File: src/rtl/pcm_tx_pkg.sv
package pcm_tx_pkg;
  localparam int WORD = 32;
  localparam logic [1:0] WC8  = 2'b00;
  localparam logic [1:0] WC16 = 2'b01;
  localparam logic [1:0] WC32 = 2'b11;

  // Pick one sample field out of a FIFO word and left-align it for MSB-first shifting.
  function automatic logic [WORD-1:0] lane_align(input logic [WORD-1:0] e,
                                                 input logic [1:0] w,
                                                 input logic upper);
    case (w)
      WC8:     return upper ? {e[15:8], 24'h0} : {e[7:0], 24'h0};
      WC32:    return e;
      default: return upper ? {e[31:16], 16'h0} : {e[15:0], 16'h0};
    endcase
  endfunction

  // Only 32-bit stereo spreads one frame over two entries.
  function automatic logic two_entry_frame(input logic [1:0] w, input logic mono);
    return (w == WC32) && !mono;
  endfunction

  function automatic logic level_hit(input int unsigned lvl, input int unsigned thr);
    return lvl <= thr;
  endfunction
endpackage

File: src/rtl/pcm_tx_fifo.sv
module pcm_tx_fifo #(
  parameter int DEPTH = 8,
  parameter int DW    = 32,
  localparam int AW   = $clog2(DEPTH),
  localparam int LW   = $clog2(DEPTH + 1)
) (
  input  logic          clk,
  input  logic          rst_n,
  input  logic          clr,
  input  logic          wr,
  input  logic [DW-1:0] wdata,
  input  logic          rd,
  output logic [DW-1:0] rdata,
  output logic [LW-1:0] level,
  output logic          empty
);
  logic [DW-1:0] mem [DEPTH];
  logic [AW-1:0] wptr, rptr;
  logic [LW-1:0] cnt;
  logic          full, do_w, do_r;

  assign full  = (cnt == LW'(DEPTH));
  assign empty = (cnt == '0);
  assign do_w  = wr && !full;
  assign do_r  = rd && !empty;
  assign rdata = mem[rptr];
  assign level = cnt;

  function automatic logic [AW-1:0] bump(input logic [AW-1:0] p);
    return (p == AW'(DEPTH - 1)) ? '0 : p + 1'b1;
  endfunction

  always_ff @(posedge clk) begin
    if (do_w && !clr) mem[wptr] <= wdata;
  end

  always_ff @(posedge clk or negedge rst_n) begin
    if (!rst_n) begin
      wptr <= '0;
      rptr <= '0;
      cnt  <= '0;
    end else if (clr) begin
      wptr <= '0;
      rptr <= '0;
      cnt  <= '0;
    end else begin
      if (do_w) wptr <= bump(wptr);
      if (do_r) rptr <= bump(rptr);
      cnt <= cnt + LW'(do_w) - LW'(do_r);
    end
  end

  a_r1_no_overflow: assert property (@(posedge clk) disable iff (!rst_n)
    cnt <= LW'(DEPTH));
  a_r1_full_drop: assert property (@(posedge clk) disable iff (!rst_n)
    (wr && full && !rd && !clr) |=> (cnt == LW'(DEPTH)));
  a_r1_unit_step: assert property (@(posedge clk) disable iff (!rst_n)
    !clr |=> ((cnt == $past(cnt)) || (cnt == $past(cnt) + 1'b1) || (cnt + 1'b1 == $past(cnt))));
endmodule

File: src/rtl/pcm_tx_serial.sv
module pcm_tx_serial
  import pcm_tx_pkg::*;
#(
  parameter int HW = 6,
  localparam int CW = HW + 1
) (
  input  logic            clk,
  input  logic            rst_n,
  input  logic            restart,
  input  logic            tick,
  input  logic [HW-1:0]   half,
  input  logic [1:0]      width,
  input  logic            mono,
  input  logic            running,
  input  logic            fifo_empty,
  input  logic [WORD-1:0] fifo_data,
  output logic            pop,
  output logic            sck,
  output logic            ws,
  output logic            sd
);
  logic            sck_q, ws_q, sd_q;
  logic [CW-1:0]   cnt, cnt_last, cnt_nx;
  logic [WORD-1:0] sh, hold_r;
  logic            fall_ev, at_left, at_right, pair32, have;

  assign fall_ev  = tick && sck_q;
  assign cnt_last = {half, 1'b0} - 1'b1;
  assign cnt_nx   = (cnt >= cnt_last) ? '0 : cnt + 1'b1;
  assign at_left  = (cnt_nx == '0);
  assign at_right = (cnt_nx == {1'b0, half});
  assign pair32   = two_entry_frame(width, mono);
  assign have     = running && !fifo_empty;
  assign pop      = fall_ev && have && (at_left || (at_right && pair32));

  always_ff @(posedge clk or negedge rst_n) begin
    if (!rst_n) begin
      sck_q  <= 1'b0;
      ws_q   <= 1'b1;
      sd_q   <= 1'b0;
      cnt    <= '1;
      sh     <= '0;
      hold_r <= '0;
    end else if (restart) begin
      sck_q  <= 1'b0;
      ws_q   <= 1'b1;
      sd_q   <= 1'b0;
      cnt    <= '1;
      sh     <= '0;
      hold_r <= '0;
    end else begin
      if (tick) sck_q <= ~sck_q;
      if (fall_ev) begin
        cnt  <= cnt_nx;
        ws_q <= (cnt_nx >= {1'b0, half});
        if (at_left) begin
          sd_q   <= 1'b0;
          sh     <= have ? lane_align(fifo_data, width, 1'b0) : '0;
          hold_r <= (have && !pair32) ? lane_align(fifo_data, width, !mono) : '0;
        end else if (at_right) begin
          sd_q <= 1'b0;
          sh   <= pair32 ? (have ? fifo_data : '0) : hold_r;
        end else begin
          sd_q <= sh[WORD-1];
          sh   <= {sh[WORD-2:0], 1'b0};
        end
      end
    end
  end

  assign sck = sck_q;
  assign ws  = ws_q;
  assign sd  = sd_q && running;

  a_r6_ws_on_fall: assert property (@(posedge clk) disable iff (!rst_n)
    (!fall_ev && !restart) |=> $stable(ws_q));
  a_r6_sd_on_fall: assert property (@(posedge clk) disable iff (!rst_n)
    (!fall_ev && !restart) |=> $stable(sd_q));
  a_r7_gap_bit: assert property (@(posedge clk) disable iff (!rst_n)
    (fall_ev && !restart && (at_left || at_right)) |=> !sd_q);
endmodule

File: src/rtl/pcm_tx_req.sv
module pcm_tx_req
  import pcm_tx_pkg::*;
#(
  parameter int LW = 4,
  parameter int N  = 3
) (
  input  logic [LW-1:0]        level,
  input  logic [N-1:0][LW-1:0] thr,
  output logic [N-1:0]         req
);
  for (genvar i = 0; i < N; i++) begin : g_req
    assign req[i] = level_hit(int'(level), int'(thr[i]));
  end
endmodule

File: src/rtl/pcm_tx_port.sv
module pcm_tx_port
  import pcm_tx_pkg::*;
#(
  parameter int DEPTH = 8,
  parameter int HW    = 6,
  localparam int LW   = $clog2(DEPTH + 1),
  localparam int CFGW = HW + 3
) (
  input  logic          clk,
  input  logic          rst_n,
  input  logic [1:0]    cfg_width,
  input  logic          cfg_mono,
  input  logic [HW-1:0] cfg_half,
  input  logic          start,
  input  logic          stop,
  input  logic          fifo_clr,
  input  logic          wr_en,
  input  logic [31:0]   wr_data,
  input  logic          bclk_tick,
  input  logic [LW-1:0] thr_irq,
  input  logic [LW-1:0] thr_dma1,
  input  logic [LW-1:0] thr_dma2,
  output logic [LW-1:0] level,
  output logic          irq,
  output logic          dma1_req,
  output logic          dma2_req,
  output logic          sck,
  output logic          ws,
  output logic          sd
);
  logic [CFGW-1:0] cfg_now, cfg_prev;
  logic            cfg_seen, cfg_chg, running, fifo_wr, fifo_flush;
  logic            pop, fifo_empty;
  logic [31:0]     head;
  logic [2:0]      req;

  assign cfg_now    = {cfg_width, cfg_mono, cfg_half};
  assign cfg_chg    = cfg_seen && (cfg_now != cfg_prev);
  assign fifo_wr    = wr_en && running && !cfg_chg;
  assign fifo_flush = fifo_clr || cfg_chg;

  always_ff @(posedge clk or negedge rst_n) begin
    if (!rst_n) begin
      cfg_prev <= '0;
      cfg_seen <= 1'b0;
      running  <= 1'b0;
    end else begin
      cfg_prev <= cfg_now;
      cfg_seen <= 1'b1;
      if (cfg_chg)    running <= 1'b0;
      else if (stop)  running <= 1'b0;
      else if (start) running <= 1'b1;
    end
  end

  pcm_tx_fifo #(.DEPTH(DEPTH), .DW(32)) u_fifo (
    .clk(clk), .rst_n(rst_n), .clr(fifo_flush), .wr(fifo_wr), .wdata(wr_data),
    .rd(pop), .rdata(head), .level(level), .empty(fifo_empty)
  );

  pcm_tx_serial #(.HW(HW)) u_ser (
    .clk(clk), .rst_n(rst_n), .restart(cfg_chg), .tick(bclk_tick), .half(cfg_half),
    .width(cfg_width), .mono(cfg_mono), .running(running), .fifo_empty(fifo_empty),
    .fifo_data(head), .pop(pop), .sck(sck), .ws(ws), .sd(sd)
  );

  pcm_tx_req #(.LW(LW), .N(3)) u_req (
    .level(level), .thr({thr_dma2, thr_dma1, thr_irq}), .req(req)
  );

  assign irq      = req[0];
  assign dma1_req = req[1];
  assign dma2_req = req[2];

  a_r4_cfg_flush: assert property (@(posedge clk) disable iff (!rst_n)
    cfg_chg |=> (!running && (level == '0)));
  a_r3_muted_hold: assert property (@(posedge clk) disable iff (!rst_n)
    (!running && !fifo_flush) |=> $stable(level));
  a_r5_clear: assert property (@(posedge clk) disable iff (!rst_n)
    (fifo_clr && !cfg_chg) |=> ((level == '0) && (running == $past(running || start) && !$past(stop))));
endmodule

File: config.mk
export PLATFORM = sky130hd
export DESIGN_NAME = pcm_tx_port
export DESIGN_NICKNAME = d
export VERILOG_FILES = /design/src/rtl/pcm_tx_pkg.sv /design/src/rtl/pcm_tx_fifo.sv /design/src/rtl/pcm_tx_serial.sv /design/src/rtl/pcm_tx_req.sv /design/src/rtl/pcm_tx_port.sv
export SDC_FILE = /design/constraint.sdc
export NUM_CORES = 1
export LEC_CHECK = 0
export BUFFER_PORTS_ARGS = -buffer_cell sky130_fd_sc_hd__buf_2
export CORE_MARGIN = 2
export CORE_UTILIZATION = 51
export CTS_BUF_LIST = sky130_fd_sc_hd__clkbuf_8
export CTS_CLUSTER_DIAMETER = 150
export DETAILED_ROUTE_END_ITERATION = 8
export HOLD_SLACK_MARGIN = 0.12
export PLACE_DENSITY = 0.65
export SLEW_MARGIN = 20
export SYNTH_ARGS = -nofsm -noshare
export SYNTH_HDL_FRONTEND = slang
export SYNTH_SLANG_ARGS = --single-unit
File: constraint.sdc
create_clock -name clk -period 8.98 [get_ports clk]
set_input_delay 2.245 -clock clk [delete_from_list [all_inputs] [get_ports clk]]
set_output_delay 2.245 -clock clk [all_outputs]
set_load 0.1 [all_outputs]
==> results of run 1 <==
cells in the mapped netlist (all sizes together) (17+ instances only):
| master | count |
|---|---|
| edfxtp | 256 |
| clkbuf | 31 |
| dfrtp | 87 |
| xnor2 | 19 |
| nor2 | 101 |
| o211ai | 18 |
| inv | 30 |
| mux2i | 34 |
| o21ai | 46 |
| mux2 | 31 |
| mux4 | 48 |
| ha | 38 |
| a21oi | 39 |
| buf | 30 |
| nand2 | 71 |
| a221o | 17 |
sequential cells by signal, indices dropped and copies added, names as in the netlist, 3 cells and up:
register / cells
u_ser.cnt: 7
u_fifo.mem: 256
u_ser.hold_r: 32
cfg_prev: 9
u_fifo.level: 4
u_ser.sh: 32
u_fifo.rptr: 3
u_fifo.wptr: 3
where the power goes:
part           total, mW  internal, mW  switching, mW  leakage [nW]
clock               1.29         0.663          0.625         0.593
combinational      0.189        0.0604          0.128          2.11
sequential          1.76          1.75        0.00771          3.57
total               3.24          2.48          0.761          6.27
cell families after synthesis:
family | Yosys count
AO/OA/AOI/OAI | 230
XOR/XNOR | 21
adder cells (fa/ha/maj) | 39
buffers and inverters | 91
flip-flops | 351
multiplexers | 113
other | 1
AND/OR/NAND/NOR | 251
critical path, cell delays in order:
cell      delay (ps)
buf_2             70
inv_1             30
ha_1             290
nor2b_1          130
o21ai_0          160
nand2b_1          80
a21oi_1          140
a41o_1           100
buf_2            410
placed cells by master, fill, tap and decap left out, types with 7 or more instances in the layout:
master / synthesis / routed
edfxtp_1: 256 / 256
nor2_1: 99 / 91
dfrtp_1: 87 / 84
nand2_1: 70 / 70
buf_2: 20 / 68
clkbuf_8: 0 / 65
mux4_2: 48 / 48
inv_1: 30 / 42
a21oi_1: 39 / 39
o21ai_0: 38 / 38
ha_1: 38 / 38
mux2i_1: 34 / 34
mux2_2: 28 / 28
xnor2_1: 18 / 18
o211ai_1: 18 / 18
buf_4: 2 / 18
a221o_1: 17 / 17
o2bb2ai_1: 16 / 16
a211oi_1: 15 / 15
clkinv_1: 0 / 13
nand3_1: 12 / 12
nand3b_1: 12 / 12
and2_1: 11 / 11
a22oi_1: 10 / 10
nand2b_1: 10 / 9
o221ai_1: 9 / 9
a22o_1: 9 / 9
a211o_1: 9 / 9
a32o_1: 8 / 8
o21ai_1: 8 / 8
dfstp_2: 8 / 8
nor2_4: 0 / 7
o22ai_1: 7 / 7
o21bai_1: 7 / 7
clkinv_2: 0 / 7
area by class of cell:
cell class,instances,area (µm²)
Clock buffer,65,895
Clock inverter,36,176
Fill cell,2470,12900
Inverter,30,113
Multi-Input combinational cell,655,5370
Sequential cell,351,10100
Tap cell,396,495
Timing Repair Buffer,86,475
worst max path at each step:
stage	to	slack [ps]	cells past startpoint
2_1_floorplan	u_fifo.mem[1][0]	2570	7
3_3_place_gp	u_fifo.level[1]	2830	21
3_5_place_dp	u_fifo.level[1]	2660	21
4_1_cts	dma1_req	3050	9
5_1_grt	u_fifo.level[3]	2830	22
6_report	irq	3070	9
per-layer routing:
layer | global-route usage (%) | up-vias
li1 | - | 4415
met1 | 30.9 | 4803
met2 | 34.7 | 308
met3 | 4.38 | 82
met4 | 7.15 | 4
met5 | 0 | -
per-stage QoR:
stage	setup WS (ps)	power, mW
3_3_place_gp	2830	1.98
2_1_floorplan	2570	1.91
4_1_cts	3050	3.27
5_1_grt	2830	3.37
3_5_place_dp	2660	1.98
6_report	3070	3.24
==> impl_metrics.ini, run 1 <==
[status]
status = complete, no violations

[setup_path]
path_class = primary input to primary output
arrival_ps = 3670
cp_max_fo = 2
critPathRequiredTime_ps = 6740
r2r-end = u_fifo.level[1]
r2r_setup_slack_ps = 5010
ff2ff_path_depth = 16
r2r-start = u_ser.cnt[6]
endpoint_kind = primary output
worst_setup_path_start_kind = primary input
cp-startpoint = thr_irq[1]

[synthesis]
syn_inst = 1097
avgSynthCellArea_um2 = 14.4
synth-xor-area-share_pct = 1.21
synth_top_area_share_pct = 48.7
yosys.area_share.simple_pct = 7.38
synthAdderAreaFrac_pct = 3.14
synth_area_leaders = edfxtp_1 (49%), dfrtp_1 (14%), mux4_2 (6.9%)
synthArstFlopShare_pct = 27.1
yosys-mux-area-fraction_pct = 11.3
synth-edff-count = 256
synth.net_count = 1196
synth_top_family_by_area = multiplexers
yosysWarnings = 0
synth_compound_area_share_pct = 10.5
synth_area_um2 = 15800
synthFlopType = edfxtp_1
yosysSeqAreaShare_pct = 63.9
ys_types = 66
synth-seq-cells = 351
synth_top_area_cell = edfxtp_1

[grt]
gr-usage-all-layers_pct = 22.0
grt_max_degree = 66
antenna_found_initial = 2
gr-total-overflow = 0
grt_pass1_vias = 9844
grt_pass1_wl_um = 55900

[drt]
wl_per_cell_um = 21.7
route.detailed.drc = 0
dr.max_layer_used = met5
vias = 9612
drtIter0Drc = 836
dr.pass1.iters = 5
detail-route-antenna-nets = 0
routed_via_density = 5.94
wl_met3_um = 2340
wl_met1_um = 15300
wl_met2_um = 16500
wirelength_um = 35100

[hold_path]
worstHoldStart = u_ser.sh[12]
min_to = u_ser.sh[12]
whs_path_depth = 2
min_path_type = register to register

[floorplanning]
std_cell_rows = 64
io_pins = 70
die_y_um = 180
fp.dieArea_um2 = 32400
die_w_um = 180
core_region_area_um2 = 30500
start_util_pct = 51.7

[placed_design]
dp_hpwl_um = 20600
place_area_um2 = 16500
io_buffer_count = 69
routabilityCongestion = 0.818
dp.cells = 1518

[cts]
cts_hold_buf = 0
numCtsBuffers = 57
clk_pin_slew_ps = 60
cts.sink_count = 351
cts_resized = 0
ctsRootBufferMaster = clkbuf_8
clockBufferDepth = 3
htreeDepth = 2
cts_tree = done
insertion_delay_ps = 610
post_cts_buffers = 0

[finish]
fin_util_pct = 57.7
nNetsFinal = 1280
diodes = 0
fin_cells = 1619
design_area_um2 = 17600
final_layout_size_suffix_gt1_share_pct = 22.6
syn_to_final_growth_pct = 11.6

[timing]
min_period_over_period_pct = 65.8
hold_viol_final = 0
finalClockSkew_ps = 21.0
period_needed_ps = 5910
final-setup-viol-count = 0
final_max_slew_viol_count = 0
rsz0062_at_grt = no
hold_ws_ps = 485
tns_ps = 0
worstMarginPinSlew_ps = 1020
max_freq_mhz = 169
max_slew_margin_pct = 31.9

[job]
max-cap-violations = 0

[power]
p_per_area_nw_per_um2 = 184
peakVddDrop_mv = 0.137
power_leakage_nw = 6.27
(Power assumes the default switching activity.)
==> inputs of run 2 (changes only) <==
Clock period 8.98 ns to 6.1 ns, I/O delays scaled along.
==> run 2 against run 1 <==
  * Combinational power up 48%
  * Sequential share of layout area down 0.15 points
  * First-iteration DRC count up 3.7%
==> impl_metrics.ini, run 2 (synthesis results as in run 1) <==
[floorplanning]
io_pins = 70
die_w_um = 180
start_util_pct = 51.7
die_y_um = 180
fp.dieArea_um2 = 32400
std_cell_rows = 64
core_region_area_um2 = 30500

[finish]
fin_util_pct = 57.8
design_area_um2 = 17600
nNetsFinal = 1286
fill_cells = 2431
largest_reg_flops = 256
syn_to_final_growth_pct = 11.9
final_layout_size_suffix_gt1_share_pct = 22.7
diodes = 0
final_cell_mix = edfxtp_1 (256), nor2_1 (91), dfrtp_1 (84)
largest-register = u_fifo.mem
mostFrequentLayoutCell = edfxtp_1
top_regs = u_fifo.mem (256), u_ser.hold_r (32), u_ser.sh (32)

[placed_design]
dp_slack_ps = 533
routabilityCongestion = 0.828
place_area_um2 = 16600
dp_hpwl_um = 20800
io_buffer_count = 69

[setup_path]
ff2ff_path_depth = 16
cp-startpoint = cfg_half[2]
worst_setup_path_start_kind = primary input
r2r_setup_slack_ps = 2180
path_class = primary input to register
endpoint_kind = register
critPathRequiredTime_ps = 6590
r2r-start = u_ser.cnt[6]
arrival_ps = 5470
r2r-end = u_fifo.level[1]
setup.worst_path.end = u_fifo.level[1]
cp_max_fo = 10

[timing]
min_period_over_period_pct = 81.6
period_needed_ps = 4980
tns_ps = 0
final_max_slew_viol_count = 0
hold_viol_final = 0
max_slew_margin_pct = 29.8
final-setup-viol-count = 0
rsz0062_at_grt = no
max_freq_mhz = 201
worstMarginPinSlew_ps = 1050
setup_slack_ps = 1120
finalClockSkew_ps = 19.6

[grt]
grt_max_degree = 51
gr-usage-all-layers_pct = 21.8
antenna_found_initial = 1
grt_pass1_wl_um = 55300
gr-total-overflow = 0
grt_pass1_vias = 9622

[cts]
ctsRootBufferMaster = clkbuf_8
post_cts_buffers = 0
cts_tree = done
cts.sink_count = 351
htreeDepth = 2
insertion_delay_ps = 610
numCtsBuffers = 57
cts_hold_buf = 0
clk_pin_slew_ps = 60
cts_resized = 0
clockBufferDepth = 3

[hold_path]
min_path_type = register to register

[status]
status = complete, no violations

[drt]
routed_via_density = 5.94
drtIter0Drc = 867
vias = 9683
wirelength_um = 35000
wl_per_cell_um = 21.5
detail-route-antenna-nets = 0
dr.pass1.iters = 7
route.detailed.drc = 0

[power]
p_per_area_nw_per_um2 = 269
finalPower_mw = 4.76
power_leakage_nw = 6.32
peakVddDrop_mv = 0.173

[job]
max-cap-violations = 0
[run 2: routing by layer]
layer,vias to the layer above,track usage [%],part of all wire [%]
met5,-,0,0.020
met1,4901,31.6,45
met2,289,34.2,47
li1,4426,-,-
met3,65,3.77,5.7
met4,2,6.31,2.0
[run 2: how the worst min path moves through the flow]
stage,depth (start not counted),slack (ps),start,endpoint
detailed placement,2,480,u_ser.sh[8],u_ser.sh[8]
CTS,2,490,u_ser.sh[8],u_ser.sh[8]
finish,2,490,u_ser.sh[12],u_ser.sh[12]
global placement,1,470,u_ser.hold_r[14],u_ser.hold_r[14]
global route,1,510,u_ser.hold_r[25],u_ser.hold_r[25]
floorplan,2,450,u_ser.sh[10],u_ser.sh[10]
[run 2: area by class of cell]
class | count | area [µm²] | share of cell area (%)
inverter | 30 | 113 | 0.638
timing repair buffer | 92 | 546 | 3.09
tap | 396 | 495 | 2.81
sequential | 351 | 10100 | 57.1
clock buffer | 59 | 812 | 4.60
clock inverter | 47 | 245 | 1.39
multi-input combinational | 655 | 5360 | 30.4
[run 2: critical path: stages]
cell	delay [ps]
buf_2	130
inv_1	100
nand3_1	120
nor3_1	190
xnor2_1	170
ha_1	290
a41oi_1	210
o21ai_0	130
or2_1	380
nor2_1	220
ha_1	160
nand4_1	100
nor2_1	160
nand3_1	100
a21oi_1	390
ha_1	310
inv_1	60
ha_1	190
fa_1	430
inv_1	70
nor2_1	40
[run 2: metrics by stage]
stage | cells | hold slack (ps)
final | 1630 | 487
after global routing | 1630 | 512
after CTS | 1630 | 491
after detailed placement | 1524 | 475
after global placement | 1524 | 472
after floorplan | 1097 | 451
[run 2: where the power goes]
group	total [mW]	internal (mW)	switching, mW
Clock	1.88	0.951	0.933
Sequential	2.59	2.58	0.0114
Combinational	0.279	0.0905	0.188
